--- config.mk ---
export PLATFORM = sky130hd
export DESIGN_NAME = instr_sequencer
export DESIGN_NICKNAME = d
export VERILOG_FILES = /design/src/rtl/seq_pkg.sv /design/src/rtl/seq_ret_stack.sv /design/src/rtl/seq_cond_unit.sv /design/src/rtl/seq_replay.sv /design/src/rtl/instr_sequencer.sv
export SDC_FILE = /design/constraint.sdc
export NUM_CORES = 1
export LEC_CHECK = 0
export BUFFER_PORTS_ARGS = -buffer_cell sky130_fd_sc_hd__buf_2
export CAP_MARGIN = 15
export CORE_ASPECT_RATIO = 0.6
export CORE_MARGIN = 2
export CORE_UTILIZATION = 55
export DETAILED_ROUTE_END_ITERATION = 8
export PLACE_DENSITY = 0.77
export RECOVER_POWER = 25
export SLEW_MARGIN = 10
export SYNTH_ARGS = -nofsm -noshare
export SYNTH_HDL_FRONTEND = slang
export SYNTH_SLANG_ARGS = --single-unit
export TNS_END_PERCENT = 30
--- constraint.sdc ---
create_clock -name clk -period 2.3 [get_ports clk]
set_input_delay 0 -clock clk [delete_from_list [all_inputs] [get_ports clk]]
set_output_delay 0 -clock clk [all_outputs]
set_load 0.01 [all_outputs]
--- src/rtl/seq_pkg.sv ---
package seq_pkg;
  localparam int OPW = 5;
  localparam int NFLAG = 4;

  localparam logic [OPW-1:0] OPC_HALT = 5'b00000;
  localparam logic [OPW-1:0] OPC_CJMP = 5'b10010;
  localparam logic [OPW-1:0] OPC_JMP  = 5'b10011;
  localparam logic [OPW-1:0] OPC_CLR  = 5'b10100;
  localparam logic [OPW-1:0] OPC_CALL = 5'b10101;
  localparam logic [OPW-1:0] OPC_RET  = 5'b10110;
  localparam logic [OPW-1:0] OPC_REP  = 5'b10111;
endpackage

--- src/rtl/seq_ret_stack.sv ---
module seq_ret_stack #(
  parameter int AW    = 8,
  parameter int DEPTH = 8
) (
  input  logic          clk,
  input  logic          rst_n,
  input  logic          push_req,
  input  logic          pop_req,
  input  logic [AW-1:0] push_data,
  output logic [AW-1:0] top_data,
  output logic          full,
  output logic          empty
);
  localparam int PW = $clog2(DEPTH + 1);

  logic [PW-1:0] sp_q, sp_d;
  logic [AW-1:0] ent_q [DEPTH];
  logic          push_ok, pop_ok;

  assign full    = (sp_q == PW'(DEPTH));
  assign empty   = (sp_q == '0);
  assign push_ok = push_req & ~full;
  assign pop_ok  = pop_req & ~empty & ~push_req;

  always_comb begin
    sp_d = sp_q;
    if (push_ok)     sp_d = sp_q + PW'(1);
    else if (pop_ok) sp_d = sp_q - PW'(1);
  end

  always_ff @(posedge clk or negedge rst_n) begin
    if (!rst_n) sp_q <= '0;
    else        sp_q <= sp_d;
  end

  // one write-enabled slot per entry
  for (genvar g = 0; g < DEPTH; g++) begin : g_slot
    always_ff @(posedge clk) begin
      if (push_ok && (sp_q == PW'(g))) ent_q[g] <= push_data;
    end
  end

  always_comb begin
    top_data = '0;
    for (int i = 0; i < DEPTH; i++) begin
      if (sp_q == PW'(i + 1)) top_data = ent_q[i];
    end
  end
endmodule

--- src/rtl/seq_cond_unit.sv ---
module seq_cond_unit #(
  parameter int NF = 4,
  localparam int SW = $clog2(NF)
) (
  input  logic          clk,
  input  logic          rst_n,
  input  logic          en,
  input  logic [NF-1:0] flags_in,
  input  logic [SW-1:0] sel,
  output logic          taken
);
  logic [NF-1:0] flg_q, flg_d;

  always_comb begin
    flg_d = flg_q;
    if (en) flg_d = flags_in;
  end

  always_ff @(posedge clk or negedge rst_n) begin
    if (!rst_n) flg_q <= '0;
    else        flg_q <= flg_d;
  end

  assign taken = flg_q[sel];
endmodule

--- src/rtl/seq_replay.sv ---
module seq_replay #(
  parameter int CW  = 8,
  parameter int OPW = 5
) (
  input  logic           clk,
  input  logic           rst_n,
  input  logic           step_en,
  input  logic           load,
  input  logic [CW-1:0]  count_in,
  input  logic           capture,
  input  logic [OPW-1:0] op_in,
  output logic           busy,
  output logic           last,
  output logic [OPW-1:0] op_out
);
  logic [CW-1:0]  cnt_q, cnt_d;
  logic [OPW-1:0] op_q, op_d;

  assign busy   = (cnt_q != '0);
  assign last   = (cnt_q == CW'(1));
  assign op_out = op_q;

  always_comb begin
    cnt_d = cnt_q;
    op_d  = op_q;
    if (load)                cnt_d = count_in;
    else if (step_en && busy) cnt_d = cnt_q - CW'(1);
    if (capture) op_d = op_in;
  end

  always_ff @(posedge clk or negedge rst_n) begin
    if (!rst_n) begin
      cnt_q <= '0;
      op_q  <= '0;
    end else begin
      cnt_q <= cnt_d;
      op_q  <= op_d;
    end
  end
endmodule

--- src/rtl/instr_sequencer.sv ---
module instr_sequencer
  import seq_pkg::*;
#(
  parameter int AW    = 8,
  parameter int DEPTH = 8
) (
  input  logic              clk,
  input  logic              rst_n,
  input  logic              adv_en,
  input  logic [OPW-1:0]    opcode,
  input  logic [AW-1:0]     operand,
  input  logic [1:0]        cond_sel,
  input  logic [NFLAG-1:0]  alu_flags,
  input  logic              start,
  input  logic              trap,
  output logic [AW-1:0]     pc,
  output logic [OPW-1:0]    issue_op,
  output logic              reg_clear,
  output logic              stack_err
);
  logic [AW-1:0]  pc_q, pc_d, pc_inc, stk_top;
  logic           err_q, err_d;
  logic           carry_in, fetch;
  logic           rep_busy, rep_last;
  logic [OPW-1:0] rep_op;
  logic           stk_full, stk_empty, cond_taken;
  logic           do_call, do_ret, do_rep;

  assign fetch   = adv_en & ~rep_busy;
  assign do_call = fetch & (opcode == OPC_CALL);
  assign do_ret  = fetch & (opcode == OPC_RET);
  assign do_rep  = fetch & (opcode == OPC_REP);

  // incrementer: carry is the OR of the opcode bits, start and trap
  assign carry_in = (|opcode) | start | trap;
  always_comb pc_inc = pc_q + AW'(carry_in);

  seq_ret_stack #(.AW(AW), .DEPTH(DEPTH)) u_stack (
    .clk       (clk),
    .rst_n     (rst_n),
    .push_req  (do_call),
    .pop_req   (do_ret),
    .push_data (pc_q + AW'(1)),
    .top_data  (stk_top),
    .full      (stk_full),
    .empty     (stk_empty)
  );

  seq_cond_unit #(.NF(NFLAG)) u_cond (
    .clk      (clk),
    .rst_n    (rst_n),
    .en       (adv_en),
    .flags_in (alu_flags),
    .sel      (cond_sel),
    .taken    (cond_taken)
  );

  seq_replay #(.CW(AW), .OPW(OPW)) u_replay (
    .clk      (clk),
    .rst_n    (rst_n),
    .step_en  (adv_en),
    .load     (do_rep & (operand != '0)),
    .count_in (operand),
    .capture  (fetch & (opcode != OPC_REP)),
    .op_in    (opcode),
    .busy     (rep_busy),
    .last     (rep_last),
    .op_out   (rep_op)
  );

  always_comb begin
    pc_d = pc_q;
    if (adv_en) begin
      if (rep_busy) begin
        if (rep_last) pc_d = pc_q + AW'(1);
      end else begin
        unique case (opcode)
          OPC_JMP:  pc_d = operand;
          OPC_CJMP: pc_d = cond_taken ? operand : pc_q + AW'(1);
          OPC_CALL: pc_d = stk_full ? pc_q + AW'(1) : operand;
          OPC_RET:  pc_d = stk_empty ? pc_q + AW'(1) : stk_top;
          OPC_REP:  pc_d = (operand == '0) ? pc_q + AW'(1) : pc_q;
          default:  pc_d = pc_inc;
        endcase
      end
    end
  end

  always_comb begin
    err_d = err_q | (do_call & stk_full) | (do_ret & stk_empty);
  end

  always_ff @(posedge clk or negedge rst_n) begin
    if (!rst_n) begin
      pc_q  <= '0;
      err_q <= 1'b0;
    end else begin
      pc_q  <= pc_d;
      err_q <= err_d;
    end
  end

  always_comb begin
    if (rep_busy)               issue_op = rep_op;
    else if (opcode == OPC_REP) issue_op = '0;
    else                        issue_op = opcode;
  end

  assign reg_clear = adv_en & (issue_op == OPC_CLR);
  assign pc        = pc_q;
  assign stack_err = err_q;
endmodule

==> impl_summary.txt <==
----------------------------------------------------
[Worst setup path]
  Crit path largest cell delay ... approximately 450 ps
  CP max stage cell ... sky130_fd_sc_hd__dfrtp_2
  Crit path launch type ... flip-flop
  Peak fanout along the critical path ... 5
  Sequence of cells on the critical path ... nor4_4 > buf_4 > nand3_2 > buf_6 > nor3b_2 > o21ai_1 > nor3_1 > buf_2
  Worst Reg2Reg Path Length in Cells ... 6
  Required time at the endpoint of the critical path ... 2300 ps
  CP Class ... flip-flop to output port
  Worst EP arrival ... ~2300 ps
  Critical path endpoint category ... output port

[Layout]
  Relative area change from synthesis to final layout ... 21.3%
  Number of diodes ... 0
  Post-layout nets ... a little over 600
  Filler Cells Inserted ... 705
  Layout Cells excl Fill ... 699
  Commonest non-fill, non-tap cell in the layout ... sky130_fd_sc_hd__edfxtp_1
  Share of final-layout standard cells stronger than drive strength 1 ... roughly 23%
  Most frequent cells in the layout ... 64 x sky130_fd_sc_hd__edfxtp_1, 48 x sky130_fd_sc_hd__buf_4, 43 x sky130_fd_sc_hd__nand2_1

[Place]
  Detailed placement HPWL ... 11000 um
  Final RePlAce weighted congestion ... 0.993
  Placed Instances ... 669
  Number of I/O port buffers ... 38

[Clocking]
  Buffer levels on the longest clock path ... 2
  Clk pin slew, worst setup/hold paths ... 60 ps
  CTS tree ... built
  Number of sinks on the clock net ... 94
  Clock tree root buffer cell ... sky130_fd_sc_hd__clkbuf_16
  Later-pin clock latency in the skew report ... around 350 ps
  Clock buffer count from CTS ... 9
  Number of H-tree levels ... 3

[Global routing]
  Number of antenna violations at the first check in global routing ... 0
  Pin count of the biggest net entering global routing ... 31
  Via count of the first global-routing pass ... 4212
  Global-route wire length before repair ... about 23000 um
  Total global-route track usage ... about 30%
  Remaining global-route overflow ... 0

[Timing]
  Final setup fails ... 0
  Actual transition at the worst max-transition pin ... 1800 ps
  F_max ... roughly 450 MHz
  Ratio of final minimum period to clock period ... between 90 and 100%
  Max-slew headroom ... -20.3%
  Final slew viol count ... 31
  Clock period minus worst slack ... 2250 ps
  RSZ-0062 raised after global routing ... yes
  Worst hold slack ... between 20 and 30 ps
  Maximum clock skew at final layout ... 10.3 ps
  Final Hold Viols ... 0

[Floorplan]
  Die width ... 129 um
  # IOs ... 39
  Initial standard-cell utilization of the core ... 56.5%
  Area inside the core boundary ... 9120 um^2
  Area enclosed by the die boundary ... 10200 um^2
  Site row count ... 27
  Die Y-Extent ... 79.0 um

[Synthesis]
  Synth Area per Inst ... 10.4 um^2
  Gate Count Post-Synth ... slightly below 500
  Sequential cell area fraction in the yosys report ... 51.9%
  Netlist area before placement ... 5150 um^2
  Async set-or-reset flop fraction in the synthesized netlist ... 31.9%
  Yosys synthesis warning count ... 0
  Post-synth net total ... 529
  Number of library cell types mapped by synthesis ... 67
  Most used DFF post-synth ... sky130_fd_sc_hd__edfxtp_1
  Post-synth EDFFs ... 64
  Synthesis-stage register bit count ... 94

[Flow run]
  Max Cap Viol ... 1

[Outcome]
  Run status ... finished with violations
  Violations in the final reports ... capacitance limit, slew limit

[Routing]
  Total via count after detailed routing ... around 4600
  Vias per inst ... 6.62
  Total detailed-routing wirelength ... 15100 um
  Routed wirelength normalized by instance count ... 21.7 um
  Iteration-0 DRC count of the detailed router ... ~740
  Routed Antenna Nets ... 0
  First-pass detailed-route iteration total ... 6
  Remaining design rule violation count ... 0

[Power]
  Ratio of total power to cell area ... 830 nW/um^2
  Reported leakage power ... 2.38 nW
  Overall power ... 5.19 mW
  Peak supply drop ... approximately 0.55 mV

[Hold path]
  Class of the tightest hold or removal check ... input pin to flip-flop
  Worst hold path depth ... 2

----------------------------------------------------
flip-flops by register name (all words and copies together), names as in the netlist:
name	count
u_stack.ent_q	64
stack_err	1
u_stack.sp_q	4
u_replay.cnt_q	8
u_replay.op_out	5
pc	8
u_cond.flg_q	4
final cells by class:
class / count / area, um^2 / share of cell area, %
flip-flops and latches: 94 / 2680 / 42.8
multi-input cells: 355 / 2370 / 37.9
repair buffers: 103 / 732 / 11.7
clock buffers: 10 / 229 / 3.66
well taps: 116 / 145 / 2.32
inverters: 15 / 60.1 / 0.961
clock inverters: 6 / 38.8 / 0.620
metal layers:
layer | vias up | part of all wire (%) | track usage, %
met4 | 0 | 1.5 | 7.50
li1 | 2043 | - | -
met1 | 2191 | 44 | 48.4
met5 | - | 0 | 0
met2 | 361 | 40 | 40.4
met3 | 31 | 15 | 9.50
kinds of logic after synthesis:
family / share of synthesized area (%)
AOI/OAI and AO/OA: 19.2
xor gates and xnor gates: 2.89
adders and majority gates: 2.43
buffers and inverters: 3.67
DFF: 51.9
muxes: 2.11
and+or+nand+nor: 17.9
path summary, 6_finish.rpt:
check,startpoint,to,slack (ps)
worst max-delay path,u_replay.cnt_q[3],reg_clear,50
worst min-delay path,opcode[2],u_replay.op_out[2],30
worst max register to register,u_stack.sp_q[3],pc[5],70
worst min register to register,stack_err,stack_err,490
max in group asynchronous,rst_n,u_replay.cnt_q[3],450
min in group asynchronous,rst_n,u_replay.cnt_q[0],680
critical path, delay by kind of cell (launching register included):
| family | cells | cell delay, ps |
|---|---|---|
| AND/OR/NAND/NOR | 4 | 810 |
| buffers and inverters | 3 | 530 |
| flip-flops | 1 | 450 |
| AO/OA/AOI/OAI | 1 | 110 |
where the power goes:
| group | leakage, nW | internal, mW | switching, mW |
|---|---|---|---|
| Combinational | 1.30 | 0.553 | 0.882 |
| Clock | 0.120 | 0.727 | 0.628 |
| Sequential | 0.959 | 2.15 | 0.247 |
| Total | 2.38 | 3.43 | 1.76 |
cell usage after synthesis (3+ instances only):
master                     number  share of area, %
sky130_fd_sc_hd__xnor2_1        9               1.5
sky130_fd_sc_hd__o221ai_1       4              0.68
sky130_fd_sc_hd__nor4b_1        3              0.51
sky130_fd_sc_hd__mux2_2         7               1.5
sky130_fd_sc_hd__o22ai_1        6              0.73
sky130_fd_sc_hd__xor2_1         8               1.4
sky130_fd_sc_hd__a22o_1         3              0.51
sky130_fd_sc_hd__a211oi_1      10               1.5
sky130_fd_sc_hd__nand2_1       45               3.3
sky130_fd_sc_hd__and3_1         7              0.85
sky130_fd_sc_hd__inv_1         15               1.1
sky130_fd_sc_hd__nor4_1         8              0.97
sky130_fd_sc_hd__nor2b_1       11               1.3
sky130_fd_sc_hd__clkbuf_1      22               1.6
sky130_fd_sc_hd__a21oi_1       37               3.6
sky130_fd_sc_hd__nand2b_1      10               1.2
sky130_fd_sc_hd__a31o_2         4              0.68
sky130_fd_sc_hd__mux2i_1        3              0.58
sky130_fd_sc_hd__buf_4          3              0.44
sky130_fd_sc_hd__nand3b_1       9               1.3
sky130_fd_sc_hd__edfxtp_1      64                37
sky130_fd_sc_hd__a22oi_1        6              0.87
sky130_fd_sc_hd__o21ai_0       34               3.3
sky130_fd_sc_hd__a211o_1        4              0.68
sky130_fd_sc_hd__nor2_1        26               1.9
sky130_fd_sc_hd__nor3b_1        5              0.73
sky130_fd_sc_hd__nand3_1       18               1.7
sky130_fd_sc_hd__dfrtp_1       30                15
sky130_fd_sc_hd__a221oi_1       5              0.85
sky130_fd_sc_hd__a31oi_1        7              0.85
sky130_fd_sc_hd__ha_1          10               2.4
sky130_fd_sc_hd__nor3_1         9              0.87
stage by stage:
stage | utilization [%] | instance area, um^2 | TNS (ps) | worst slack [ps]
2_1_floorplan | - | 5150 | -6150 | -267
3_3_place_gp | 63.3 | 5780 | -186 | -37.4
3_5_place_dp | 63.3 | 5780 | -268 | -45.9
4_1_cts | 67.4 | 6150 | 0 | 10.4
5_1_grt | 68.5 | 6250 | -105 | -77.7
6_report | 68.5 | 6250 | 0 | 53.5
what timing repair did:
| action | in CTS | in global routing |
|---|---|---|
| pin swaps | 1 | 4 |
| setup buffers | 0 | 3 |
| hold buffers | 10 | 0 |
| hold endpoints to repair | 40 | 0 |
| resized for setup | 1 | 23 |
| setup endpoints to repair | 9 | 50 |
| gates cloned | 0 | 1 |
Note: power is estimated with default switching activity, not from simulation.
